--- src/rtl/tap_pkg.sv ---
package tap_pkg;

    localparam int STATE_W = 4;

    typedef enum logic [STATE_W-1:0] {
        ST_EXIT2_DR  = 4'h0,
        ST_EXIT1_DR  = 4'h1,
        ST_SHIFT_DR  = 4'h2,
        ST_PAUSE_DR  = 4'h3,
        ST_SEL_IR    = 4'h4,
        ST_UPDATE_DR = 4'h5,
        ST_CAPT_DR   = 4'h6,
        ST_SEL_DR    = 4'h7,
        ST_EXIT2_IR  = 4'h8,
        ST_EXIT1_IR  = 4'h9,
        ST_SHIFT_IR  = 4'hA,
        ST_PAUSE_IR  = 4'hB,
        ST_IDLE      = 4'hC,
        ST_UPDATE_IR = 4'hD,
        ST_CAPT_IR   = 4'hE,
        ST_RESET     = 4'hF
    } tap_state_e;

    typedef struct packed {
        logic test_rst;
        logic capture_dr;
        logic shift_dr;
        logic capture_ir;
        logic shift_ir;
        logic in_update_dr;
        logic in_update_ir;
        logic in_shift;
    } tap_strobe_t;

endpackage

--- src/rtl/tap_next_state.sv ---
module tap_next_state
    import tap_pkg::*;
(
    input  tap_state_e cur_state,
    input  logic       tms,
    output tap_state_e nxt_state
);

    always_comb begin
        nxt_state = ST_RESET;
        unique case (cur_state)
            ST_RESET:     nxt_state = tms ? ST_RESET     : ST_IDLE;
            ST_IDLE:      nxt_state = tms ? ST_SEL_DR    : ST_IDLE;
            ST_SEL_DR:    nxt_state = tms ? ST_SEL_IR    : ST_CAPT_DR;
            ST_CAPT_DR:   nxt_state = tms ? ST_EXIT1_DR  : ST_SHIFT_DR;
            ST_SHIFT_DR:  nxt_state = tms ? ST_EXIT1_DR  : ST_SHIFT_DR;
            ST_EXIT1_DR:  nxt_state = tms ? ST_UPDATE_DR : ST_PAUSE_DR;
            ST_PAUSE_DR:  nxt_state = tms ? ST_EXIT2_DR  : ST_PAUSE_DR;
            ST_EXIT2_DR:  nxt_state = tms ? ST_UPDATE_DR : ST_SHIFT_DR;
            ST_UPDATE_DR: nxt_state = tms ? ST_SEL_DR    : ST_IDLE;
            ST_SEL_IR:    nxt_state = tms ? ST_RESET     : ST_CAPT_IR;
            ST_CAPT_IR:   nxt_state = tms ? ST_EXIT1_IR  : ST_SHIFT_IR;
            ST_SHIFT_IR:  nxt_state = tms ? ST_EXIT1_IR  : ST_SHIFT_IR;
            ST_EXIT1_IR:  nxt_state = tms ? ST_UPDATE_IR : ST_PAUSE_IR;
            ST_PAUSE_IR:  nxt_state = tms ? ST_EXIT2_IR  : ST_PAUSE_IR;
            ST_EXIT2_IR:  nxt_state = tms ? ST_UPDATE_IR : ST_SHIFT_IR;
            ST_UPDATE_IR: nxt_state = tms ? ST_SEL_DR    : ST_IDLE;
            default:      nxt_state = ST_RESET;
        endcase
    end

endmodule

--- src/rtl/tap_strobe_decode.sv ---
module tap_strobe_decode
    import tap_pkg::*;
(
    input  tap_state_e  cur_state,
    output tap_strobe_t strobes
);

    always_comb begin
        strobes = '0;
        unique case (cur_state)
            ST_RESET:     strobes.test_rst     = 1'b1;
            ST_CAPT_DR:   strobes.capture_dr   = 1'b1;
            ST_SHIFT_DR: begin
                strobes.shift_dr = 1'b1;
                strobes.in_shift = 1'b1;
            end
            ST_UPDATE_DR: strobes.in_update_dr = 1'b1;
            ST_CAPT_IR:   strobes.capture_ir   = 1'b1;
            ST_SHIFT_IR: begin
                strobes.shift_ir = 1'b1;
                strobes.in_shift = 1'b1;
            end
            ST_UPDATE_IR: strobes.in_update_ir = 1'b1;
            default:      strobes = '0;
        endcase
    end

endmodule

--- src/rtl/tap_fall_stage.sv ---
module tap_fall_stage (
    input  logic tck,
    input  logic trst_n,
    input  logic in_update_dr,
    input  logic in_update_ir,
    input  logic in_shift,
    input  logic scan_in,
    output logic update_dr,
    output logic update_ir,
    output logic tdo,
    output logic tdo_oe
);

    always_ff @(negedge tck or negedge trst_n) begin
        if (!trst_n) begin
            update_dr <= 1'b0;
            update_ir <= 1'b0;
            tdo       <= 1'b0;
            tdo_oe    <= 1'b0;
        end else begin
            update_dr <= in_update_dr;
            update_ir <= in_update_ir;
            tdo       <= scan_in;
            tdo_oe    <= in_shift;
        end
    end

endmodule

--- src/rtl/tap_ctrl.sv ---
module tap_ctrl
    import tap_pkg::*;
(
    input  logic                tck,
    input  logic                trst_n,
    input  logic                tms,
    input  logic                scan_in,
    output logic [STATE_W-1:0]  state_o,
    output logic                test_rst,
    output logic                capture_dr,
    output logic                shift_dr,
    output logic                update_dr,
    output logic                capture_ir,
    output logic                shift_ir,
    output logic                update_ir,
    output logic                tdo,
    output logic                tdo_oe
);

    tap_state_e  state_q;
    tap_state_e  state_d;
    tap_strobe_t strb;

    always_ff @(posedge tck or negedge trst_n) begin
        if (!trst_n) state_q <= ST_RESET;
        else         state_q <= state_d;
    end

    tap_next_state u_next (
        .cur_state (state_q),
        .tms       (tms),
        .nxt_state (state_d)
    );

    tap_strobe_decode u_dec (
        .cur_state (state_q),
        .strobes   (strb)
    );

    tap_fall_stage u_fall (
        .tck          (tck),
        .trst_n       (trst_n),
        .in_update_dr (strb.in_update_dr),
        .in_update_ir (strb.in_update_ir),
        .in_shift     (strb.in_shift),
        .scan_in      (scan_in),
        .update_dr    (update_dr),
        .update_ir    (update_ir),
        .tdo          (tdo),
        .tdo_oe       (tdo_oe)
    );

    always_comb begin
        state_o    = state_q;
        test_rst   = strb.test_rst;
        capture_dr = strb.capture_dr;
        shift_dr   = strb.shift_dr;
        capture_ir = strb.capture_ir;
        shift_ir   = strb.shift_ir;
    end

endmodule

--- config.mk ---
export PLATFORM = sky130hd
export DESIGN_NAME = tap_ctrl
export DESIGN_NICKNAME = d
export VERILOG_FILES = /design/src/rtl/tap_pkg.sv /design/src/rtl/tap_next_state.sv /design/src/rtl/tap_strobe_decode.sv /design/src/rtl/tap_fall_stage.sv /design/src/rtl/tap_ctrl.sv
export SDC_FILE = /design/constraint.sdc
export NUM_CORES = 1
export LEC_CHECK = 0
export BUFFER_PORTS_ARGS = -buffer_cell sky130_fd_sc_hd__buf_2
export CORE_AREA = 8 8 45 47
export CTS_CLUSTER_DIAMETER = 30
export CTS_CLUSTER_SIZE = 16
export DETAILED_ROUTE_END_ITERATION = 10
export DIE_AREA = 0 0 53 55
export GPL_ROUTABILITY_DRIVEN = 0
export HOLD_SLACK_MARGIN = 0.02
export SYNTH_ARGS = -nofsm -noshare
export SYNTH_HDL_FRONTEND = slang
export SYNTH_SLANG_ARGS = --single-unit
--- constraint.sdc ---
create_clock -name tck -period 1 [get_ports tck]
set_clock_uncertainty 0.1 [all_clocks]
set_input_delay 0.1 -clock tck [delete_from_list [all_inputs] [get_ports tck]]
set_output_delay 0.1 -clock tck [all_outputs]
set_load 0.1 [all_outputs]
==> flow_summary.yaml <==
run_status:
  status: "finished with violations"
  violations: "negative setup slack"
setup_path:
  reg2reg_depth: 3
  start_kind: "flop"
  critical_path_required_ns: 0.80
  critPathMaxFanout: 6
  worstSetupPathType: "flop to primary output"
  crit_path_end_kind: "primary output"
  cp.arrival_ns: 1.45
worst_hold_path:
  holdPathStages: 1
  min_path_type: "input port to flop"
global_routing:
  grt_max_degree: 9
  grt_pass1_wl_um: 2000
  gr-usage-all-layers: 0.0940
  antenna_found_initial: 0
  overflow: 0
  grt_pass1_vias: 441
timing:
  rsz0062_at_grt: "yes"
  max_freq_mhz: 604
  setup_violations: 20
  slew_headroom: 0.873
  drv_slew: 0
  period_share: 1.65
  worst_pin_slew_ns: 0.191
  hold_violations: 0
  period_minus_slack_ns: 1.65
  fin_ws_ns: -0.655
run:
  cap_violations: 0
cells_and_area:
  finalNonFillerCells: 94
  fill_cells: 90
  area_delta_synth_final_pct: 164
  multi_input_area_um2: 246
  drive_gt1_frac: 0.782
  finalNetCount: 84
  diodes: 0
  final-seq-area_um2: 220
  stdcell_area_mm2: 0.00103
route:
  ant_nets: 0
  viasPerCell: 4.38
  post-route-drc-count: 0
  wl_met2_um: 699
  routed_wl_um: 1280
  routed-wl-met3_um: 70
  num_vias: 412
  drtIter0Drc: 2
  dr.pass1.iters: 4
  m1WireLength_um: 497
  highest_layer: "met4"
  wl_per_cell_um: 13.6
clocking:
  cts.clk_slew.worst_paths_ns: 0.05
  root_buffer: "clkbuf_4"
  clk_latency_ns: 0.24
  cts_max_level: 1
  clock-sinks: 8
  cts_tree: "yes"
  cts-buffers-inserted: 3
  max-clock-path-buffers: 2
logic_synthesis:
  synthCells: 37
  synth.cell_area_um2: 389
  yosysWarningCount: 0
  ys_seq_area_frac: 0.527
  avgSynthCellArea_um2: 10.5
  syn-num-nets: 41
  ys_ff_latch: 8
  ys_types: 21
placed_design:
  portBuffers: 16
  placedCellCount: 79
  placed_area_um2: 832
  dp_hpwl_um: 828
die:
  start_util: 0.281
  die_h_um: 55
  die_width_um: 53
  io_pins: 17
  core-area_mm2: 0.00138
  rows: 14
  die_area_mm2: 0.00292
## routing by layer
| layer | global-route usage | vias to the layer above |
|---|---|---|
| met4 | 0.0517 | 0 |
| met1 | 0.0943 | 194 |
| li1 | - | 207 |
| met5 | 0 | - |
| met3 | 0.0267 | 2 |
| met2 | 0.172 | 9 |
## cells in the mapped netlist
library cell  n  area [um2]
nand2_2       1        6.26
nor2b_2       1        8.76
and2_1        1        6.26
nor2_4        1        11.3
nand2b_1      2        12.5
o21a_1        1        7.51
buf_6         2        22.5
nand4_1       1        6.26
nand3b_1      1        7.51
a22o_1        1        8.76
nand2_1       3        11.3
nand2b_4      1        13.8
o21ai_0       1        5.00
a21boi_1      1        7.51
nand3_1       1        5.00
nor3_1        1        5.00
nor2_1        7        26.3
dfrtn_1       4         100
dfstp_2       4         105
o21ai_1       1        5.00
o211ai_1      1        7.51
## flip-flops by register name, indices dropped and copies added (netlist names)
| signal | count |
|---|---|
| u_fall.tdo | 1 |
| u_fall.update_dr | 1 |
| u_fall.tdo_oe | 1 |
| state_o | 4 |
| u_fall.update_ir | 1 |
## worst paths after layout
path	from	to	slack [ns]
worst max-delay path	state_o[1]	test_rst	-0.65
worst min-delay path	scan_in	u_fall.tdo	0.23
worst max register to register	state_o[3]	u_fall.update_dr	-0.62
worst min register to register	state_o[0]	state_o[2]	0.71
max in group asynchronous	trst_n	u_fall.tdo	0.10
min in group asynchronous	trst_n	state_o[3]	0.34
## what timing repair did
action | 4_1_cts | 5_1_grt
setup buffers | 5 | 6
pin swaps | 7 | 5
endpoints found under the setup margin | 20 | 20
hold buffers | 2 | 0
gates resized for setup | 16 | 7
endpoints found under the hold margin | 9 | 0
## final cells by class
class | count | share of cell area
sequential | 8 | 0.215
tap | 16 | 0.0195
timing repair buffer | 40 | 0.504
clock buffer | 3 | 0.0220
multi-input combinational | 27 | 0.240
## cells in the final DEF (no fill, tap or decap), types with 2 or more instances in the layout
master / n
buf_12: 13
buf_6: 13
buf_4: 8
nor2_4: 5
dfstp_4: 4
dfrtn_1: 4
clkbuf_4: 3
buf_2: 3
nand2b_4: 2
nor2_2: 2
o21ai_1: 2
nand2_2: 2
dlygate4sd3_1: 2
## cells by family after synthesis
| logic type | count (synthesis) | share of synthesized area |
|---|---|---|
| buf+inv | 2 | 0.0579 |
| flops | 8 | 0.527 |
| simple gates | 21 | 0.309 |
| compound gates | 6 | 0.106 |
## worst max-delay path: stages (launching register included)
cell     delay, ns
dfstp_4       0.63
buf_4         0.18
nand2_2       0.08
nor2_4        0.13
buf_12        0.18
## metrics by stage
step	setup TNS [ns]	hold slack [ns]	setup slack, ns	util
floorplan	-10.54	-0.147	-0.976	-
global route	-11.01	0.219	-0.705	0.741
CTS	-10.35	0.223	-0.654	0.701
detailed placement	-6.93	0.0729	-0.547	0.601
finish	-10.29	0.235	-0.655	0.741
global placement	-6.74	0.0637	-0.523	0.601
Power is left out: the tool's default activity adds up to more than one toggle a clock period on the data nets, which glitch-free logic cannot reach.
